## src/rtl/i2c_regfile_target.sv

```systemverilog
module i2c_regfile_target #(
  parameter logic [4:0] PREFIX = 5'b11110,
  parameter int NREGS = 16,
  localparam int PW = $clog2(NREGS)
) (
  input  logic          clk,
  input  logic          rst_n,
  input  logic          scl_i,
  input  logic          sda_i,
  input  logic [1:0]    strap,
  output logic          sda_oe,
  input  logic [PW-1:0] rd_addr,
  output logic [7:0]    rd_data
);

  typedef enum logic [2:0] {S_IDLE, S_ADDR, S_PTR, S_WDATA, S_RDATA, S_SKIP} st_t;

  st_t          state;
  logic [2:0]   scl_sy, sda_sy;
  logic [3:0]   cnt;
  logic [7:0]   sreg, tx;
  logic [PW-1:0] ptr;
  logic         rw, nack, start_hi;
  logic [7:0]   regs [NREGS];

  wire scl_s = scl_sy[1], scl_q = scl_sy[2];
  wire sda_s = sda_sy[1], sda_q = sda_sy[2];
  wire scl_rise = scl_s & ~scl_q;
  wire scl_fall = ~scl_s & scl_q;
  wire start_c  = scl_s & scl_q & sda_q & ~sda_s;
  wire stop_c   = scl_s & scl_q & ~sda_q & sda_s & ~start_hi;
  wire rx       = (state == S_ADDR) || (state == S_PTR) || (state == S_WDATA);
  wire active   = rx || (state == S_RDATA);
  wire addr_hit = sreg[7:1] == {PREFIX, strap};
  wire ack_fall = scl_fall && cnt == 4'd8;
  wire end_fall = scl_fall && cnt == 4'd9;
  wire ptr_load = active && ack_fall && state == S_PTR;

  assign rd_data = regs[rd_addr];

  always_ff @(posedge clk or negedge rst_n) begin
    if (!rst_n) begin
      scl_sy <= '1;
      sda_sy <= '1;
    end else begin
      scl_sy <= {scl_sy[1:0], scl_i};
      sda_sy <= {sda_sy[1:0], sda_i};
    end
  end

  always_ff @(posedge clk or negedge rst_n) begin
    if (!rst_n) begin
      state <= S_IDLE;
      cnt <= '0;
      sreg <= '0;
      tx <= '0;
      ptr <= '0;
      rw <= 1'b0;
      nack <= 1'b0;
      start_hi <= 1'b0;
      sda_oe <= 1'b0;
      for (int i = 0; i < NREGS; i++) regs[i] <= '0;
    end else if (start_c) begin
      state <= S_ADDR;
      cnt <= '0;
      sda_oe <= 1'b0;
      start_hi <= 1'b1;
    end else if (stop_c) begin
      state <= S_IDLE;
      cnt <= '0;
      sda_oe <= 1'b0;
    end else begin
      if (scl_fall) start_hi <= 1'b0;
      if (active) begin
        if (scl_rise && cnt != 4'd9) cnt <= cnt + 4'd1;
        if (scl_rise && rx && cnt < 4'd8) sreg <= {sreg[6:0], sda_s};
        if (scl_rise && cnt == 4'd8 && state == S_RDATA) begin
          ptr  <= ptr + 1'b1;
          nack <= sda_s;
        end
        if (ack_fall) begin
          case (state)
            S_ADDR:  if (addr_hit) begin sda_oe <= 1'b1; rw <= sreg[0]; end
                     else state <= S_SKIP;
            S_PTR:   begin ptr <= sreg[PW-1:0]; sda_oe <= 1'b1; end
            S_WDATA: begin regs[ptr] <= sreg; ptr <= ptr + 1'b1; sda_oe <= 1'b1; end
            default: sda_oe <= 1'b0;
          endcase
        end
        if (scl_fall && state == S_RDATA && cnt >= 4'd1 && cnt <= 4'd7) begin
          tx <= tx << 1;
          sda_oe <= ~tx[6];
        end
        if (end_fall) begin
          cnt <= '0;
          sda_oe <= 1'b0;
          if ((state == S_ADDR && rw) || (state == S_RDATA && !nack)) begin
            state <= S_RDATA;
            tx <= regs[ptr];
            sda_oe <= ~regs[ptr][7];
          end else if (state == S_RDATA) state <= S_SKIP;
          else if (state == S_ADDR) state <= S_PTR;
          else if (state == S_PTR) state <= S_WDATA;
        end
      end
    end
  end

  assert_ack_held_R2: assert property (@(posedge clk) disable iff (!rst_n)
    (rx && cnt == 4'd9) |-> sda_oe);
  assert_skip_silent_R3: assert property (@(posedge clk) disable iff (!rst_n)
    (state == S_SKIP) |-> !sda_oe);
  assert_ptr_step_R5: assert property (@(posedge clk) disable iff (!rst_n)
    ((ptr != $past(ptr)) && !$past(ptr_load)) |-> (ptr == PW'($past(ptr) + 1'b1)));
  assert_stop_idle_R9: assert property (@(posedge clk) disable iff (!rst_n)
    stop_c |=> (state == S_IDLE && !sda_oe));
  assert_no_drive_high_R11: assert property (@(posedge clk) disable iff (!rst_n)
    $rose(sda_oe) |-> !scl_s);

endmodule

```

## config.mk

```make
export PLATFORM = sky130hd
export DESIGN_NAME = i2c_regfile_target
export DESIGN_NICKNAME = d
export VERILOG_FILES = /design/src/rtl/i2c_regfile_target.sv
export SDC_FILE = /design/constraint.sdc
export NUM_CORES = 1
export LEC_CHECK = 0
export CAP_MARGIN = 20
export CORE_UTILIZATION = 24
export DETAILED_ROUTE_END_ITERATION = 12
export MAX_ROUTING_LAYER = met4
export PLACE_DENSITY = 0.47
export SKIP_CTS_REPAIR_TIMING = 1
export SYNTH_ARGS = -nofsm -noshare
export SYNTH_HDL_FRONTEND = slang
export SYNTH_SLANG_ARGS = --single-unit
```

## constraint.sdc

```tcl
create_clock -name clk -period 2.73 [get_ports clk]
set_input_delay 0.546 -clock clk [delete_from_list [all_inputs] [get_ports clk]]
set_output_delay 0.546 -clock clk [all_outputs]
set_load 0.01 [all_outputs]
```

==> summary.md <==
| Metric | Value |
|---|---|
| Status | finished, final reports clean |
| Max Root-Sink Buffers | 2 |
| Worst IR Drop VDD | 0.3238 mV |
| Commonest cells after routing, fill and taps aside | dfrtp_1 (157), mux2_2 (138), mux4_2 (79) |
| CP max stage delay | 0.51 ns |
| Via density | 4.877 |
| CTS sink cnt | 164 |
| DP HPWL | 15970 um |
| Simple-Gate Fraction of Synth Area | 5.560% |
| Largest net degree at the start of global routing | 73 |
| DRC | 0 |
| Port buffer count | 18 |
| Power share of the sequential group | 48.1% |
| Tot GR Track Use | 13.84% |
| Combinational power share | 7.1% |
| Drt wl/cell | 20.95 um |
| TritonCTS clock tree | done |
| Crit path max-delay family | multiplexers |
| Post-route worst setup slack | 0.08045 ns |
| Clk pwr share | 44.7% |
| Unique masters post-synth | 48 |
| Worst Tran Pin Value | 0.8676 ns |
| Clock transition at path regs | 0.06 ns |
| Fmax | 377.4 MHz |
| Total Wirelength | 23250 um |
| CP bufs+invs | 4 |
| Sequential-to-total area share from yosys stat | 47.45% |
| Syn_nets | 604 |
| Critical path's slowest cell | mux4_2 |
| Antenna violation net count after detailed routing | 0 |
| Rows | 69 |
| GR Util met2 | 21.77% |
| Initial antenna violation count | 0 |
| Compound-cell area share of the yosys netlist | 3.928% |
| Initial Util | 24.36% |
| CP Max Fanout | 8 |
| Routability cong. | 0.8008 |
| Post-Synth Adder-Cell Area | 1.155% |
| Worst Setup End Kind | primary output |
| Clock Latency Late Sink | 0.44 ns |
| Final setup viols | 0 |
| Switching Fraction | 25.94% |
| Post-Syn Instances | 586 |
| CORE AREA | 35570 um2 |
| Total grt overflow | 0 |
| Most Used Layer, Global Route | met2 |
| Initial DRT Pass Iterations | 4 |
| Die H | 192.0 um |
| Pins Over Slew Limit | 0 |
| Slew HR | 42.16% |
| Switching Power | 1.390 mW |
| Vias | 5413 |
| Most common cell after layout, fill and taps aside | dfrtp_1 |
| Period minus WS final | 2.650 ns |
| Die area | 36870 um2 |
| Critical Path, Cell by Cell | buf_6 -> buf_12 -> buf_12 -> mux4_2 -> mux4_2 -> clkbuf_2 |
| CTS buffer count | 17 |
| Mux contribution to synthesized area | 38.82% |
| Skew final | 0.01908 ns |
| Max_cap viols | 0 |
| Area taken by multi-input logic gates | 4312 um2 |
| Xor/xnor share of the synthesized area | 0.3032% |
| Fraction of registers with async set/reset | 100.0% |
| Largest family of logic cells by synthesized area | multiplexers |
| Area of the mapped netlist | 8665 um2 |
| DP Worst Slack | -0.4871 ns |
| Pwr Total | 5.357 mW |
| Power Dens Cells | 515.5 nW/um2 |
| Unrepaired setup endpoints after global routing | false |
| Met1 usage | 18.01% |
| Lkg Pwr | 4.582 nW |
| # IOs | 19 |
| Met3 GRT Util | 2.503% |
| Hold Path Class | primary input to asynchronous set/reset pin |
| Diode count | 0 |
| FF+latch count, synth | 164 |
| Internal | 3.967 mW |
| Root cell of the clock tree | clkbuf_16 |
| Ys Warns | 0 |
| Worst setup SP type | primary input |
| Number of global-route vias before repair | 5811 |
| Fillers | 3558 |
| Worst setup path category | primary input to primary output |
| P&R area growth vs syn | 19.94% |
| Share of cells above drive strength 1 | 51.93% |
| Worst Path Required | 2.18 ns |
| Synth Flop Type | dfrtp_1 |
| Final Hold Fails | 0 |
| Initial DRC count | 425 |
| Mean Syn Cell Area | 14.79 um2 |
| Die W | 192.0 um |
| # H-tree levels | 4 |
| Nets | 654 |
| Post-route setup TNS | 0 ns |
| EDFF count, synth | 0 |
| Crit share post-route | 97.05% |
| Seq. cell area | 4113 um2 |
| CP arrival | 2.10 ns |
| First-pass GRT wire length | 36470 um |
[cells in the mapped netlist, types with 3 or more instances]
| cell | count | area share (%) |
|---|---|---|
| o21ai_0 | 16 | 0.92 |
| dfstp_2 | 6 | 1.8 |
| dfrtp_1 | 158 | 46 |
| nand3_1 | 3 | 0.17 |
| mux4_2 | 79 | 21 |
| a22oi_1 | 8 | 0.69 |
| nand2_1 | 16 | 0.69 |
| nor2_1 | 15 | 0.65 |
| buf_2 | 10 | 0.58 |
| inv_1 | 18 | 0.78 |
| nand3b_1 | 3 | 0.26 |
| a21oi_1 | 7 | 0.40 |
| clkbuf_1 | 25 | 1.1 |
| buf_1 | 8 | 0.35 |
| xor2_1 | 3 | 0.30 |
| ha_1 | 8 | 1.2 |
| mux2i_1 | 3 | 0.35 |
| nand2b_1 | 7 | 0.51 |
| nor2_2 | 12 | 0.87 |
| mux2_2 | 138 | 18 |
| nor3_1 | 3 | 0.17 |
| nor2b_1 | 3 | 0.22 |
[power by group through the flow]
stage / combinational, mW / clock [mW] / sequential, mW
2_1_floorplan: 0.250 / 0 / 2.57
3_3_place_gp: 0.367 / 0 / 2.62
3_5_place_dp: 0.381 / 0 / 2.62
4_1_cts: 0.383 / 2.45 / 2.58
5_1_grt: 0.424 / 2.56 / 2.59
6_report: 0.382 / 2.40 / 2.58
[layer usage]
metal | vias up | share of wire, %
met1 | 2908 | 45
met4 | 0 | 1.7
met5 | - | 0
li1 | 2334 | -
met3 | 27 | 3.9
met2 | 144 | 49
[area by class of cell]
class / count / share of cell area (%)
repair buffers: 74 / 7.176
clock inverters: 12 / 1.168
inverters: 18 / 0.6501
well taps: 461 / 5.550
multi-input cells: 361 / 41.49
clock buffers: 20 / 4.394
flip-flops and latches: 164 / 39.57
[cells by family after synthesis]
family,count (synthesis)
AO/OA/AOI/OAI,49
buffers and inverters,61
adder cells (fa/ha/maj),8
AND/OR/NAND/NOR,81
multiplexers,220
flip-flops,164
XOR/XNOR,3
[path summary, 6_finish.rpt]
check / to / depth (start not counted) / slack (ns) / start
max: rd_data[2] / 6 / 0.08 / rd_addr[0]
min: regs[68]$_DFFE_PN0P_ / 1 / 0.16 / rst_n
max reg2reg: regs[96]$_DFFE_PN0P_ / 8 / 0.23 / cnt[0]$_DFFE_PN0P_
min reg2reg: scl_sy[1]$_DFF_PN1_ / 0 / 0.36 / scl_sy[0]$_DFF_PN1_
max in group asynchronous: regs[26]$_DFFE_PN0P_ / 2 / 1.83 / rst_n
min in group clk: scl_sy[1]$_DFF_PN1_ / 0 / 0.36 / scl_sy[0]$_DFF_PN1_
[metrics by stage]
| stage | hold slack (ns) | util [%] | std cells | area [um2] |
|---|---|---|---|---|
| final | 0.1552 | 29.22 | 1110 | 10390 |
| after global routing | 0.2091 | 29.22 | 1110 | 10390 |
| after CTS | 0.1856 | 29.07 | 1108 | 10340 |
| after detailed placement | 0.3468 | 27.45 | 1076 | 9763 |
| after global placement | 0.3481 | 27.45 | 1076 | 9763 |
| after floorplan | 0.2504 | - | 586 | 8665 |
[state kept, by name (all words and copies together), names as in the netlist, 3 cells and up]
register / flops
state: 3
tx: 7
sda_sy: 3
cnt: 4
sreg: 8
scl_sy: 3
regs: 128
ptr: 4
[worst reg2reg max path: stages, from the launching register on]
cell      delay, ns
dfrtp_1        0.45
inv_1          0.11
ha_1           0.16
nand3b_1       0.22
nor4_4         0.34
nand2_1        0.27
nor3_2         0.21
buf_4          0.27
mux2_2         0.36
(Power assumes the default switching activity.)
